`src/rtl/adcfe_pkg.sv`:
```
package adcfe_pkg;

  localparam int VBITS   = 10;
  localparam int TBITS   = 12;
  localparam int CH_W    = 4;
  localparam int MAX_REP = 16;

  typedef enum logic [1:0] {
    SCAN_LOW_UP  = 2'b00,
    SCAN_UP_HIGH = 2'b01,
    SCAN_REPEAT  = 2'b10,
    SCAN_SINGLE  = 2'b11
  } scan_e;

  typedef enum logic [1:0] {
    S_IDLE = 2'd0,
    S_RUN  = 2'd1,
    S_DONE = 2'd2
  } seq_state_e;

  typedef struct packed {
    logic [CH_W-1:0] ch;
    scan_e           scan;
    logic            temp;
  } conv_cfg_t;

  typedef struct packed {
    logic       en;
    logic [1:0] navg;
    logic [1:0] nscan;
  } avg_cfg_t;

endpackage

```
`src/rtl/afe_spi_port.sv`:
```
module afe_spi_port #(
  parameter int PTR_W = 6
) (
  input  logic             clk,
  input  logic             rst_n,
  input  logic             sclk_i,
  input  logic             cs_n_i,
  input  logic             mosi_i,
  input  logic             ptr_clr_i,
  input  logic [7:0]       tx_byte_i,
  output logic [PTR_W-1:0] rd_ptr_o,
  output logic             byte_stb_o,
  output logic [7:0]       byte_o,
  output logic             miso_o
);

  logic [2:0] sclk_sh_q, cs_sh_q;
  logic [1:0] mosi_sh_q;
  logic [6:0] rx_q, rx_d;
  logic [2:0] bit_q, bit_d;
  logic [7:0] tx_q, tx_d;
  logic [PTR_W-1:0] ptr_q, ptr_d;
  logic cs_act, sclk_rise, sclk_fall, cs_fall, mosi_s, stb;

  always_ff @(posedge clk or negedge rst_n) begin
    if (!rst_n) begin
      sclk_sh_q <= 3'b000;
      cs_sh_q   <= 3'b111;
      mosi_sh_q <= 2'b00;
    end else begin
      sclk_sh_q <= {sclk_sh_q[1:0], sclk_i};
      cs_sh_q   <= {cs_sh_q[1:0], cs_n_i};
      mosi_sh_q <= {mosi_sh_q[0], mosi_i};
    end
  end

  assign cs_act    = !cs_sh_q[1];
  assign sclk_rise = cs_act && sclk_sh_q[1] && !sclk_sh_q[2];
  assign sclk_fall = cs_act && !sclk_sh_q[1] && sclk_sh_q[2];
  assign cs_fall   = !cs_sh_q[1] && cs_sh_q[2];
  assign mosi_s    = mosi_sh_q[1];

  always_comb begin
    rx_d  = rx_q;
    bit_d = bit_q;
    tx_d  = tx_q;
    ptr_d = ptr_q;
    stb   = 1'b0;
    if (!cs_act) begin
      bit_d = 3'd0;
    end
    if (cs_fall) begin
      tx_d  = tx_byte_i;
      bit_d = 3'd0;
    end else if (sclk_rise) begin
      rx_d  = {rx_q[5:0], mosi_s};
      bit_d = bit_q + 3'd1;
      if (bit_q == 3'd7) begin
        stb = 1'b1;
        if (ptr_q != '1) ptr_d = ptr_q + 1'b1;
      end
    end else if (sclk_fall) begin
      if (bit_q == 3'd0) tx_d = tx_byte_i;
      else               tx_d = {tx_q[6:0], 1'b0};
    end
    if (ptr_clr_i) ptr_d = '0;
  end

  always_ff @(posedge clk or negedge rst_n) begin
    if (!rst_n) begin
      rx_q  <= '0;
      bit_q <= '0;
      tx_q  <= '0;
      ptr_q <= '0;
    end else begin
      rx_q  <= rx_d;
      bit_q <= bit_d;
      tx_q  <= tx_d;
      ptr_q <= ptr_d;
    end
  end

  assign byte_stb_o = stb;
  assign byte_o     = {rx_q, mosi_s};
  assign rd_ptr_o   = ptr_q;
  assign miso_o     = tx_q[7];

  // output bit moves only on a falling clock edge or select assertion
  p_miso_fall_r7: assert property (@(posedge clk) disable iff (!rst_n)
    (!sclk_fall && !cs_fall) |=> $stable(miso_o));

endmodule

```
`src/rtl/afe_cmd_regs.sv`:
```
module afe_cmd_regs
  import adcfe_pkg::*;
(
  input  logic      clk,
  input  logic      rst_n,
  input  logic      byte_stb_i,
  input  logic [7:0] byte_i,
  input  logic      start_n_i,
  output conv_cfg_t conv_o,
  output avg_cfg_t  avg_o,
  output logic      go_o,
  output logic      clr_o
);

  localparam logic [1:0] CKS_EXT = 2'b00;

  conv_cfg_t  conv_q, conv_d;
  avg_cfg_t   avg_q, avg_d;
  logic [1:0] cks_q, cks_d;
  logic       pend_q, pend_d;
  logic       go_q, go_d, clr_q, clr_d;
  logic [2:0] st_sh_q;
  logic       st_fall;

  always_ff @(posedge clk or negedge rst_n) begin
    if (!rst_n) st_sh_q <= 3'b111;
    else        st_sh_q <= {st_sh_q[1:0], start_n_i};
  end

  assign st_fall = !st_sh_q[1] && st_sh_q[2];

  always_comb begin
    conv_d = conv_q;
    avg_d  = avg_q;
    cks_d  = cks_q;
    pend_d = pend_q;
    go_d   = 1'b0;
    clr_d  = 1'b0;
    if (byte_stb_i) begin
      if (byte_i[7]) begin
        conv_d = conv_cfg_t'(byte_i[6:0]);
        pend_d = 1'b1;
        if (cks_q != CKS_EXT) go_d = 1'b1;
      end else if (byte_i[6]) begin
        cks_d = byte_i[5:4];
      end else if (byte_i[5]) begin
        avg_d = avg_cfg_t'(byte_i[4:0]);
      end else if (byte_i[4]) begin
        conv_d = '0;
        avg_d  = '0;
        cks_d  = '0;
        pend_d = 1'b0;
        clr_d  = 1'b1;
      end
    end else if (st_fall && (cks_q == CKS_EXT) && pend_q) begin
      go_d = 1'b1;
    end
  end

  always_ff @(posedge clk or negedge rst_n) begin
    if (!rst_n) begin
      conv_q <= '0;
      avg_q  <= '0;
      cks_q  <= '0;
      pend_q <= 1'b0;
      go_q   <= 1'b0;
      clr_q  <= 1'b0;
    end else begin
      conv_q <= conv_d;
      avg_q  <= avg_d;
      cks_q  <= cks_d;
      pend_q <= pend_d;
      go_q   <= go_d;
      clr_q  <= clr_d;
    end
  end

  assign conv_o = conv_q;
  assign avg_o  = avg_q;
  assign go_o   = go_q;
  assign clr_o  = clr_q;

  // reset command leaves every register cleared
  p_clear_r12: assert property (@(posedge clk) disable iff (!rst_n)
    (byte_stb_i && byte_i[7:4] == 4'b0001) |=>
      (conv_q == '0 && avg_q == '0 && cks_q == 2'b00 && !pend_q && clr_q));

  // a byte with an empty top nibble changes nothing
  p_ignore_r1: assert property (@(posedge clk) disable iff (!rst_n)
    (byte_stb_i && byte_i[7:4] == 4'b0000) |=>
      ($stable(conv_q) && $stable(avg_q) && $stable(cks_q) && !go_q && !clr_q));

  // a launch comes only from a conversion byte or an external start edge
  p_go_src_r9: assert property (@(posedge clk) disable iff (!rst_n)
    go_q |-> ($past(byte_stb_i && byte_i[7]) || $past(st_fall)));

endmodule

```
`src/rtl/afe_conv_seq.sv`:
```
module afe_conv_seq
  import adcfe_pkg::*;
#(
  parameter int NCH      = 8,
  parameter int CONV_CYC = 64,
  parameter int DEPTH    = 17,
  parameter int WIDX_W   = 5,
  parameter int PTR_W    = 6
) (
  input  logic             clk,
  input  logic             rst_n,
  input  logic             go_i,
  input  logic             clr_i,
  input  conv_cfg_t        conv_i,
  input  avg_cfg_t         avg_i,
  input  logic [NCH*VBITS-1:0] volt_i,
  input  logic [TBITS-1:0] temp_i,
  input  logic [PTR_W-1:0] rd_ptr_i,
  output logic             eoc_n_o,
  output logic             done_o,
  output logic [7:0]       tx_byte_o
);

  localparam int TICK_W = (CONV_CYC > 2) ? $clog2(CONV_CYC) : 1;
  localparam int ACC_W  = TBITS + 5;
  localparam logic [CH_W-1:0]   LASTCH = CH_W'(NCH - 1);
  localparam logic [TICK_W-1:0] TICK_END = TICK_W'(CONV_CYC - 1);

  seq_state_e         st_q, st_d;
  logic               tmp_q, tmp_d;
  logic [CH_W-1:0]    ch_q, ch_d, last_q, last_d;
  logic [4:0]         rep_q, rep_d, reps_q, reps_d;
  logic [TICK_W-1:0]  tick_q, tick_d;
  logic [4:0]         samp_q, samp_d, slim_q, slim_d;
  logic [2:0]         shift_q, shift_d;
  logic [ACC_W-1:0]   acc_q, acc_d;
  logic [WIDX_W-1:0]  widx_q, widx_d, cnt_q, cnt_d;
  logic               eoc_q, eoc_d, done_q, done_d;
  logic               wr_en;

  logic [CH_W-1:0]    nsel;
  logic [ACC_W-1:0]   sample, acc_sum, avg_val;
  logic [15:0]        word;
  logic [15:0]        mem_q [DEPTH];

  assign nsel    = (conv_i.ch > LASTCH) ? LASTCH : conv_i.ch;
  assign sample  = tmp_q ? ACC_W'(temp_i) : ACC_W'(volt_i[VBITS*int'(ch_q) +: VBITS]);
  assign acc_sum = acc_q + sample;
  assign avg_val = acc_sum >> shift_q;
  assign word    = tmp_q ? {4'b0000, avg_val[TBITS-1:0]}
                         : {4'b0000, avg_val[VBITS-1:0], 2'b00};

  always_comb begin
    st_d    = st_q;
    tmp_d   = tmp_q;
    ch_d    = ch_q;
    last_d  = last_q;
    rep_d   = rep_q;
    reps_d  = reps_q;
    tick_d  = tick_q;
    samp_d  = samp_q;
    slim_d  = slim_q;
    shift_d = shift_q;
    acc_d   = acc_q;
    widx_d  = widx_q;
    cnt_d   = cnt_q;
    eoc_d   = eoc_q;
    done_d  = 1'b0;
    wr_en   = 1'b0;
    if (clr_i) begin
      st_d  = S_IDLE;
      cnt_d = '0;
      eoc_d = 1'b1;
    end else if (go_i) begin
      st_d    = S_RUN;
      eoc_d   = 1'b1;
      cnt_d   = '0;
      widx_d  = '0;
      tick_d  = '0;
      samp_d  = '0;
      acc_d   = '0;
      tmp_d   = conv_i.temp;
      slim_d  = avg_i.en ? 5'((4 << avg_i.navg) - 1) : 5'd0;
      shift_d = avg_i.en ? 3'(2 + avg_i.navg) : 3'd0;
      case (conv_i.scan)
        SCAN_LOW_UP:  begin ch_d = '0;   last_d = nsel;   reps_d = 5'd1; end
        SCAN_UP_HIGH: begin ch_d = nsel; last_d = LASTCH; reps_d = 5'd1; end
        SCAN_REPEAT:  begin ch_d = nsel; last_d = nsel;
                            reps_d = 5'({3'b000, avg_i.nscan} * 4 + 4); end
        default:      begin ch_d = nsel; last_d = nsel;   reps_d = 5'd1; end
      endcase
      rep_d = reps_d;
    end else if (st_q == S_RUN) begin
      if (tick_q == TICK_END) begin
        tick_d = '0;
        if (samp_q == slim_q) begin
          wr_en  = 1'b1;
          widx_d = widx_q + 1'b1;
          samp_d = '0;
          acc_d  = '0;
          if (tmp_q) begin
            tmp_d = 1'b0;
          end else if (rep_q > 5'd1) begin
            rep_d = rep_q - 5'd1;
          end else if (ch_q == last_q) begin
            st_d   = S_DONE;
            cnt_d  = widx_q + 1'b1;
            eoc_d  = 1'b0;
            done_d = 1'b1;
          end else begin
            ch_d  = ch_q + 1'b1;
            rep_d = reps_q;
          end
        end else begin
          samp_d = samp_q + 5'd1;
          acc_d  = acc_sum;
        end
      end else begin
        tick_d = tick_q + 1'b1;
      end
    end
  end

  always_ff @(posedge clk or negedge rst_n) begin
    if (!rst_n) begin
      st_q    <= S_IDLE;
      tmp_q   <= 1'b0;
      ch_q    <= '0;
      last_q  <= '0;
      rep_q   <= '0;
      reps_q  <= '0;
      tick_q  <= '0;
      samp_q  <= '0;
      slim_q  <= '0;
      shift_q <= '0;
      acc_q   <= '0;
      widx_q  <= '0;
      cnt_q   <= '0;
      eoc_q   <= 1'b1;
      done_q  <= 1'b0;
    end else begin
      st_q    <= st_d;
      tmp_q   <= tmp_d;
      ch_q    <= ch_d;
      last_q  <= last_d;
      rep_q   <= rep_d;
      reps_q  <= reps_d;
      tick_q  <= tick_d;
      samp_q  <= samp_d;
      slim_q  <= slim_d;
      shift_q <= shift_d;
      acc_q   <= acc_d;
      widx_q  <= widx_d;
      cnt_q   <= cnt_d;
      eoc_q   <= eoc_d;
      done_q  <= done_d;
    end
  end

  always_ff @(posedge clk) begin
    if (wr_en) mem_q[widx_q] <= word;
  end

  logic [WIDX_W-1:0] rword;
  logic [15:0]       rdat;
  assign rword     = rd_ptr_i[PTR_W-1:1];
  assign rdat      = mem_q[rword];
  assign tx_byte_o = (rword < cnt_q) ? (rd_ptr_i[0] ? rdat[7:0] : rdat[15:8]) : 8'h00;
  assign eoc_n_o   = eoc_q;
  assign done_o    = done_q;

  // end-of-conversion stays released while a sequence runs
  p_eoc_busy_r10: assert property (@(posedge clk) disable iff (!rst_n)
    (st_q == S_RUN) |-> eoc_n_o);

  // end-of-conversion falls only as a running sequence completes
  p_eoc_fall_r10: assert property (@(posedge clk) disable iff (!rst_n)
    $fell(eoc_n_o) |-> $past(st_q == S_RUN));

  // a launch releases end-of-conversion and starts running
  p_go_run_r10: assert property (@(posedge clk) disable iff (!rst_n)
    (go_i && !clr_i) |=> (eoc_n_o && st_q == S_RUN));

  // stored result count never exceeds the result storage
  p_cnt_bound_r8: assert property (@(posedge clk) disable iff (!rst_n)
    cnt_q <= WIDX_W'(DEPTH));

endmodule

```
`src/rtl/adc_spi_frontend.sv`:
```
module adc_spi_frontend
  import adcfe_pkg::*;
#(
  parameter int NCH      = 8,
  parameter int CONV_CYC = 64
) (
  input  logic                 clk,
  input  logic                 rst_n,
  input  logic                 spi_sclk,
  input  logic                 spi_cs_n,
  input  logic                 spi_mosi,
  output logic                 spi_miso,
  input  logic                 cnv_start_n,
  input  logic [NCH*VBITS-1:0] chan_samples,
  input  logic [TBITS-1:0]     temp_sample,
  output logic                 eoc_n
);

  localparam int DEPTH  = ((NCH > MAX_REP) ? NCH : MAX_REP) + 1;
  localparam int WIDX_W = $clog2(DEPTH + 1);
  localparam int PTR_W  = WIDX_W + 1;

  logic [PTR_W-1:0] rd_ptr;
  logic             byte_stb, go, clr, done;
  logic [7:0]       rx_byte, tx_byte;
  conv_cfg_t        conv_cfg;
  avg_cfg_t         avg_cfg;

  afe_spi_port #(.PTR_W(PTR_W)) u_port (
    .clk        (clk),
    .rst_n      (rst_n),
    .sclk_i     (spi_sclk),
    .cs_n_i     (spi_cs_n),
    .mosi_i     (spi_mosi),
    .ptr_clr_i  (done | clr),
    .tx_byte_i  (tx_byte),
    .rd_ptr_o   (rd_ptr),
    .byte_stb_o (byte_stb),
    .byte_o     (rx_byte),
    .miso_o     (spi_miso)
  );

  afe_cmd_regs u_regs (
    .clk        (clk),
    .rst_n      (rst_n),
    .byte_stb_i (byte_stb),
    .byte_i     (rx_byte),
    .start_n_i  (cnv_start_n),
    .conv_o     (conv_cfg),
    .avg_o      (avg_cfg),
    .go_o       (go),
    .clr_o      (clr)
  );

  afe_conv_seq #(
    .NCH      (NCH),
    .CONV_CYC (CONV_CYC),
    .DEPTH    (DEPTH),
    .WIDX_W   (WIDX_W),
    .PTR_W    (PTR_W)
  ) u_seq (
    .clk       (clk),
    .rst_n     (rst_n),
    .go_i      (go),
    .clr_i     (clr),
    .conv_i    (conv_cfg),
    .avg_i     (avg_cfg),
    .volt_i    (chan_samples),
    .temp_i    (temp_sample),
    .rd_ptr_i  (rd_ptr),
    .eoc_n_o   (eoc_n),
    .done_o    (done),
    .tx_byte_o (tx_byte)
  );

endmodule

```
`config.mk`:
```
export PLATFORM = sky130hd
export DESIGN_NAME = adc_spi_frontend
export DESIGN_NICKNAME = d
export VERILOG_FILES = /design/src/rtl/adcfe_pkg.sv /design/src/rtl/afe_spi_port.sv /design/src/rtl/afe_cmd_regs.sv /design/src/rtl/afe_conv_seq.sv /design/src/rtl/adc_spi_frontend.sv
export SDC_FILE = /design/constraint.sdc
export NUM_CORES = 1
export LEC_CHECK = 0
export ABC_AREA = 1
export ABC_CLOCK_PERIOD_IN_PS = 4600
export BUFFER_PORTS_ARGS = -buffer_cell sky130_fd_sc_hd__buf_2
export CAP_MARGIN = 10
export CELL_PAD_IN_SITES_DETAIL_PLACEMENT = 1
export CELL_PAD_IN_SITES_GLOBAL_PLACEMENT = 2
export CORE_ASPECT_RATIO = 1.1
export CORE_MARGIN = 3
export CORE_UTILIZATION = 39
export DETAILED_ROUTE_END_ITERATION = 10
export GPL_TIMING_DRIVEN = 0
export PLACE_DENSITY = 0.89
export SKIP_CTS_REPAIR_TIMING = 1
export SYNTH_ARGS = -nofsm -noshare
export SYNTH_HDL_FRONTEND = slang
export SYNTH_SLANG_ARGS = --single-unit
export TNS_END_PERCENT = 5
```
`constraint.sdc`:
```
create_clock -name clk -period 4.6 [get_ports clk]
set_input_delay 0.23 -clock clk [delete_from_list [all_inputs] [get_ports clk]]
set_output_delay 0.23 -clock clk [all_outputs]
set_load 0.005 [all_outputs]
```
# Yosys cells after proc, flatten, opt, wreduce, memory -nomap -nowiden
# Memories as Yosys holds them, arrays and structs flattened.
# Index checks and enable logic that the tools add are counted.
dict set report classes {
  reduce_logical 44
  n_bitwise 5
  n_eq_ne 19
  n_mux 119
  shifts 3
  n_addsub 11
  order_cmp 3
  multipliers 1
  div_mod_pow 0
}
# operator n
set ops {}
lappend ops {{5-bit 2-to-1 mux} 27}
lappend ops {{80-bit by 32-bit variable part select with 10-bit output} 1}
lappend ops {{17-bit 2-to-1 mux} 4}
lappend ops {{6-bit 2-to-1 mux} 8}
lappend ops {{8-bit 2-to-1 mux} 6}
lappend ops {{1-bit 2-to-1 mux} 43}
lappend ops {{4-bit 2-to-1 mux} 10}
lappend ops {{7-bit 2-to-1 mux} 4}
lappend ops {{12-bit 2-to-1 mux} 2}
lappend ops {{2-bit 2-to-1 mux} 11}
lappend ops {{2-bit nonzero test} 11}
lappend ops {{4-bit AND reduction} 5}
lappend ops {{17-bit adder} 1}
lappend ops {{17-bit by 3-bit >> shifter with 12-bit output} 1}
lappend ops {{3-bit nonzero test} 5}
lappend ops {{6-bit by 1-bit adder with 6-bit output (second input constant)} 2}
lappend ops {{3-bit 2-to-1 mux} 4}
lappend ops {{6-bit AND reduction} 2}
lappend ops {{5-bit by 1-bit adder with 5-bit output (second input constant)} 2}
lappend ops {{1-bit logical AND} 8}
lappend ops {{2-bit by 1-bit != test with 1-bit output (second input constant)} 4}
lappend ops {{2-bit != test (second input constant)} 4}
lappend ops {{2-bit AND reduction} 4}
lappend ops {{3-bit by 4-bit multiplier with 7-bit output (first input constant)} 1}
lappend ops {{other kinds (26)} 35}
dict set report word_totals {
  mem_bits_ro 0
  ff_bits 121
  elab_cells 239
  latch_bits 0
  n_memories 1
  mem_bits_rw 204
  inputBits 98
}
# memory depth word_bits rd rd_ports_with_merged_regs write_ports line
set memory_table {}
lappend memory_table {u_seq.mem_q 17 12 1 0 1 afe_conv_seq.sv:44} ;# logic [15:0] mem_q [DEPTH];

# Logic depth before layout (Yosys ltp)
dict set report logic_depth {
  word_depth 9
  mapped_depth 25
}

# Modules after synthesis
# Synthesis repeated with hierarchy kept, for this count alone.
dict set report unflattened {
  cells_unflattened 1695
  area_unflattened_um2 16001.6
}
# module area_per_inst_um2 seq_area_each_um2 cells_per_inst n_inst
set modules_own_cells {}
lappend modules_own_cells {afe_conv_seq 13624.3 7803.7 1430 1}
lappend modules_own_cells {afe_spi_port 1443.9 804.5 158 1}
lappend modules_own_cells {afe_cmd_regs 922.1 504.2 104 1}
lappend modules_own_cells {adc_spi_frontend 11.3 0.0 3 1}

# Worst setup path after synthesis
# Ideal clock, no wire load.
dict set report synth_timing {
  kind {reg2reg}
  from {reg u_seq.ch_q[0]}
  to {mem u_seq.mem_q[0][2] in the netlist's numbering (data pin)}
  n_path_buf 3
  synth_period_minus_slack_ps 3786
  path_stages_with_launch 21
  slack_ps 814
  required_ps 4262
  setup_time_ps 338
  t_arrival_ps 3448
  cell_sequence {dfrtp_1 buf_6 clkbuf_1 clkbuf_1 nand2_1 nand3_1 o2111ai_1 nand2_1 ha_1 inv_1 fa_1 inv_1 nand3_1 nand2_1 xor2_1 inv_1 nand2_1 nand3_1 nand3_1 nand2_1 o21ai_0}
}
dict set report synth_between {
  elab_chain_cells 6
}
# element line
set synth_rtl {}
lappend synth_rtl {{start: declaration} afe_conv_seq.sv:31} ;# logic [CH_W-1:0] ch_q, ch_d, last_q, last_d;
lappend synth_rtl {{start signal: assignment} afe_conv_seq.sv:144} ;# ch_q <= ch_d;
lappend synth_rtl {{3-bit by 4-bit multiplier with 7-bit output} afe_conv_seq.sv:47} ;# assign sample = tmp_q ? ACC_W'(temp_i) : ACC_W'(volt_i[VBITS*int'(ch_q) +: VBITS]);
lappend synth_rtl {{80-bit by 32-bit variable part select with 10-bit output} afe_conv_seq.sv:47}
lappend synth_rtl {{12-bit 2-to-1 mux} afe_conv_seq.sv:47}
lappend synth_rtl {{17-bit adder} afe_conv_seq.sv:48} ;# assign acc_sum = acc_q + sample;
lappend synth_rtl {{17-bit by 3-bit >> shifter with 12-bit output} afe_conv_seq.sv:49} ;# assign avg_val = acc_sum >> shift_q;
lappend synth_rtl {{12-bit 2-to-1 mux} afe_conv_seq.sv:50} ;# assign word = tmp_q ? {4'b0000, avg_val[TBITS-1:0]}
lappend synth_rtl {{via u_seq.word[2]} afe_conv_seq.sv:43} ;# logic [15:0] word;
lappend synth_rtl {{end: declaration} afe_conv_seq.sv:44}
# The timed path passes the listed nets, and every way through them passes these cells.

# Final worst setup path
dict set report layout_timing {
  from {reg u_seq.ch_q[0]}
  to {mem u_seq.mem_q[2][2] in the netlist's numbering (data pin)}
}
# The elaborated chain is that of the path after synthesis.

==> summary.txt <==
Finish
  • NumNets Final: 2,004
  • Share of final-layout standard cells stronger than drive strength 1: between 10% and 20%
  • Final Instance Count excl. Fillers: approximately 2,400
  • Final core area utilization: between 40% and 50%
  • Layout filler cell count: 4,576
  • Relative area change from synthesis to final layout: 17.13%

Place
  • Placed instance count: about 2,300
  • Number of buffers inserted by port buffering: 99
  • Post-detail-place hpwl: around 38 mm
  • Placer's final routability congestion estimate: 0.8984

Power and ir drop
  • Switching Share: a little under a quarter
  • Internal power contribution: 5008 uW
  • Part of the power in the clock network: 46.6%
  • Leakage power of the design: 0.007817 uW
  • Sequential Power Share: ~50%
  • Power per cell area: about 350 nW/um^2
  • Part of the power in combinational logic: about 4.7%
  • Total power consumption of the routed design: 6498 uW
  • Peak supply drop: ~0.00022 V
  • Net switching power: 1490 uW

Drt
  • Number of detailed-route iterations in the first pass: 5
  • Final routed wire length divided by cell count: 21.73 um
  • Via-per-instance ratio: approximately 5.5
  • DR vias: roughly 13,000
  • Routed WL: approximately 52 mm
  • Remaining number of nets flagged by the antenna check after routing: 0
  • DRC violation count after routing: 0
  • Initial drt markers: about 870

STA
  • Final period util: 92.83%
  • Fmax: approximately 0.23 GHz
  • RSZ-0062 raised after global routing: false
  • Final TNS setup: 0 ns
  • Final hold viol count: 0
  • Final max-slew violation count: 0
  • Total setup violations reported at the end of the flow: 0
  • Worst slew slack as a fraction of its limit: between 20% and 30%
  • Pin slew with the least headroom to its limit: about 1.2 ns
  • Skew final: slightly below 0.04 ns
  • Post-route minimum period: about 4.3 ns

Critical path
  • Data required time at the worst endpoint: around 5 ns
  • Peak fanout along the critical path: 13
  • Flop2flop setup slack: 0.33 ns
  • Worst setup path category: reg -> reg
  • Category of the worst setup path capture point: flop
  • Cells on worst reg2reg path: 21
  • R2R Path Start: u_seq.ch_q[0]
  • Startpoint type of the worst setup path: flop
  • Worst Path Arrival: approximately 4.7 ns
  • Critical register-to-register path endpoint: u_seq.mem_q[2][2]

Clocking
  • Buffer depth of the longest clock path: 3
  • TritonCTS Buffers: 37
  • CTS tree: yes
  • Clock latency at the later pin of the worst-skew pair: 0.56 ns
  • Buffer type at the clock tree root: sky130_fd_sc_hd__clkbuf_16
  • H-tree depth: 2
  • Clock edge transition at the registers on the reported setup and hold paths: about 0.06 ns
  • Total clock sinks: between 300 and 400

Synth
  • Seq/Total Area, Yosys: between 50% and 60%
  • Cell types occupying the most area after synthesis: sky130_fd_sc_hd__edfxtp_1 (39%), sky130_fd_sc_hd__dfrtp_1 (18%), sky130_fd_sc_hd__nand2_1 (8.6%)
  • Average cell area after synthesis: between 9 and 10 sq um
  • Flip-flop and latch count after synthesis: ~320
  • Summed instance area of the synthesized netlist: about 16,000 sq um
  • Most area-hungry cell type in the Yosys netlist: sky130_fd_sc_hd__edfxtp_1
  • Count of flip-flops with a built-in enable after synthesis: a little over 200
  • Synthesis Warnings: 0
  • Area share of the largest cell type after synthesis: between 30% and 40%
  • Prevailing post-synth register cell: sky130_fd_sc_hd__edfxtp_1
  • Syn Inst Count: about 1,700
  • Synth unique cells: 50
  • Synthesized Nets: 1,843
  • Share of async-settable or async-resettable flops after synthesis: ~37%

Run
  • Number of maximum-capacitance constraint violations: 0

Floorplanning
  • Die Ht: 217.6 um
  • Number of cell rows: 76
  • Initial standard-cell utilization of the core: between 40 and 50%
  • Horizontal die dimension: 198.4 um
  • Top Ports: 100
  • Total Die Area: ~43,000 sq um
  • Placeable Area: approximately 40,000 sq um

Global route
  • First-pass GRT wire length: between 80 and 90 mm
  • Pin count of the biggest net entering global routing: between 60 and 70
  • Vias in the first global route: between 10,000 and 15,000
  • GRT overflow: 0
  • Antenna violations before repair: 1
  • GR Util All Layers: between 20 and 25%

Outcome
  • Result of the run: completed

Hold path
  • Worst hold-check path type: in -> async
-- synth_stat cells (27+ instances only) --
cell,n
sky130_fd_sc_hd__ha_1,31
sky130_fd_sc_hd__dfrtp_1,112
sky130_fd_sc_hd__a21oi_1,40
sky130_fd_sc_hd__o22ai_1,36
sky130_fd_sc_hd__o21ai_0,169
sky130_fd_sc_hd__nand3_1,154
sky130_fd_sc_hd__nor2_1,201
sky130_fd_sc_hd__nand2_1,363
sky130_fd_sc_hd__buf_2,27
sky130_fd_sc_hd__inv_1,153
sky130_fd_sc_hd__edfxtp_1,204
sky130_fd_sc_hd__clkbuf_1,40
-- critical path: stages (launching register included) --
cell,delay [ns]
sky130_fd_sc_hd__dfrtp_1,0.39
sky130_fd_sc_hd__buf_6,0.15
sky130_fd_sc_hd__inv_1,0.15
sky130_fd_sc_hd__clkbuf_2,0.26
sky130_fd_sc_hd__o21ai_0,0.13
sky130_fd_sc_hd__o221ai_2,0.24
sky130_fd_sc_hd__o2111ai_1,0.21
sky130_fd_sc_hd__nand2_1,0.11
sky130_fd_sc_hd__ha_1,0.20
sky130_fd_sc_hd__inv_1,0.07
sky130_fd_sc_hd__fa_1,0.44
sky130_fd_sc_hd__inv_1,0.12
sky130_fd_sc_hd__nand3_1,0.08
sky130_fd_sc_hd__nand2_1,0.14
sky130_fd_sc_hd__xor2_1,0.24
sky130_fd_sc_hd__inv_1,0.09
sky130_fd_sc_hd__nand2_1,0.09
sky130_fd_sc_hd__nand3_1,0.11
sky130_fd_sc_hd__nand3_1,0.10
sky130_fd_sc_hd__nand2_1,0.10
sky130_fd_sc_hd__o21ai_2,0.38
sky130_fd_sc_hd__buf_4,0.29
-- how the worst max path moves through the flow --
stage / start / end / slack [ns]
2_1_floorplan: u_seq.ch_q[0] / u_seq.mem_q[0][2] / 0.81
3_3_place_gp: u_seq.ch_q[1] / u_seq.mem_q[12][2] / -1.39
3_5_place_dp: u_seq.ch_q[1] / u_seq.mem_q[14][0] / -0.63
4_1_cts: u_seq.ch_q[1] / u_seq.mem_q[3][0] / -0.66
5_1_grt: u_seq.ch_q[0] / u_seq.mem_q[7][4] / 0.02
6_report: u_seq.ch_q[0] / u_seq.mem_q[2][2] / 0.33
-- area by class of cell --
class	count	area (sq um)	area share, %
inverters	157	593.1	3.188
clock buffers	43	979.7	5.267
plain buffers	76	366.6	1.971
repair buffers	123	765.7	4.117
flip-flops and latches	323	9112	48.99
multi-input cells	1156	5883	31.63
well taps	507	634.4	3.410
clock inverters	25	262.8	1.413
diodes	1	2.502	0.01345
-- power groups by stage --
stage | Combinational (uW) | Clock, uW | Sequential, uW
floorplan | 146 | 0 | 3210
global placement | 279 | 0 | 3220
detailed placement | 297 | 0 | 3220
CTS | 299 | 3070 | 3160
global route | 345 | 3190 | 3160
finish | 307 | 3030 | 3160
-- sequential cells by signal, indices dropped and copies added (netlist names), 3 cells and up --
name,count
u_regs.conv_o,7
u_regs.avg_o,5
u_port.tx_q,8
u_port.rd_ptr_o,6
u_seq.slim_q,4
u_seq.reps_q,4
u_port.cs_sh_q,3
u_port.sclk_sh_q,3
u_seq.shift_q,3
u_regs.st_sh_q,3
u_seq.acc_q,17
u_seq.ch_q,4
u_seq.rep_q,5
u_seq.cnt_q,5
u_seq.widx_q,5
u_seq.mem_q,204
u_seq.tick_q,6
u_seq.last_q,4
u_seq.samp_q,5
u_port.rx_q,7
u_port.bit_q,3
-- metrics by stage --
step	hold WS, ns	instance area (sq um)	worst slack [ns]
after CTS	-0.3521	18400	-0.6642
after global routing	0.2654	18600	0.02382
after floorplan	-0.06559	15880	0.8145
after global placement	0.3329	17010	-1.392
final	0.2057	18600	0.3298
after detailed placement	0.2226	17160	-0.6288
-- cell usage in the layout, fill, tap and decap left out, types with 9 or more instances in the layout --
cell and count:
sky130_fd_sc_hd__o21ai_1 16, sky130_fd_sc_hd__o221ai_1 21, sky130_fd_sc_hd__dfrtp_1 112, sky130_fd_sc_hd__clkbuf_1 38
sky130_fd_sc_hd__o21ai_0 168, sky130_fd_sc_hd__o211ai_1 22, sky130_fd_sc_hd__edfxtp_1 204, sky130_fd_sc_hd__o22ai_1 36
sky130_fd_sc_hd__inv_1 152, sky130_fd_sc_hd__buf_2 125, sky130_fd_sc_hd__nand2_1 355, sky130_fd_sc_hd__xor2_1 12
sky130_fd_sc_hd__nand4_1 14, sky130_fd_sc_hd__clkbuf_16 38, sky130_fd_sc_hd__nand3_1 154, sky130_fd_sc_hd__nor2_1 197
sky130_fd_sc_hd__buf_6 17, sky130_fd_sc_hd__ha_1 31, sky130_fd_sc_hd__clkinv_2 13, sky130_fd_sc_hd__nor2_2 9
sky130_fd_sc_hd__a21oi_1 40
-- logic make-up after synthesis --
| group | share of synthesized area [%] |
|---|---|
| xor gates and xnor gates | 1.048 |
| adders and majority gates | 2.569 |
| AOI/OAI and AO/OA | 12.26 |
| and+or+nand+nor | 20.74 |
| buffers and inverters | 6.004 |
| DFF | 57.38 |
-- routing by layer --
layer  vias to the layer above  track usage (%)  part of all wire (%)
met2                       330            44.22                    52
met1                      6678            29.93                    41
met5                         -                0                     0
met3                        86            3.492                   4.5
met4                         0            7.739                   2.8
li1                       6208                -                     -
Note: power is estimated with default switching activity, not from simulation.
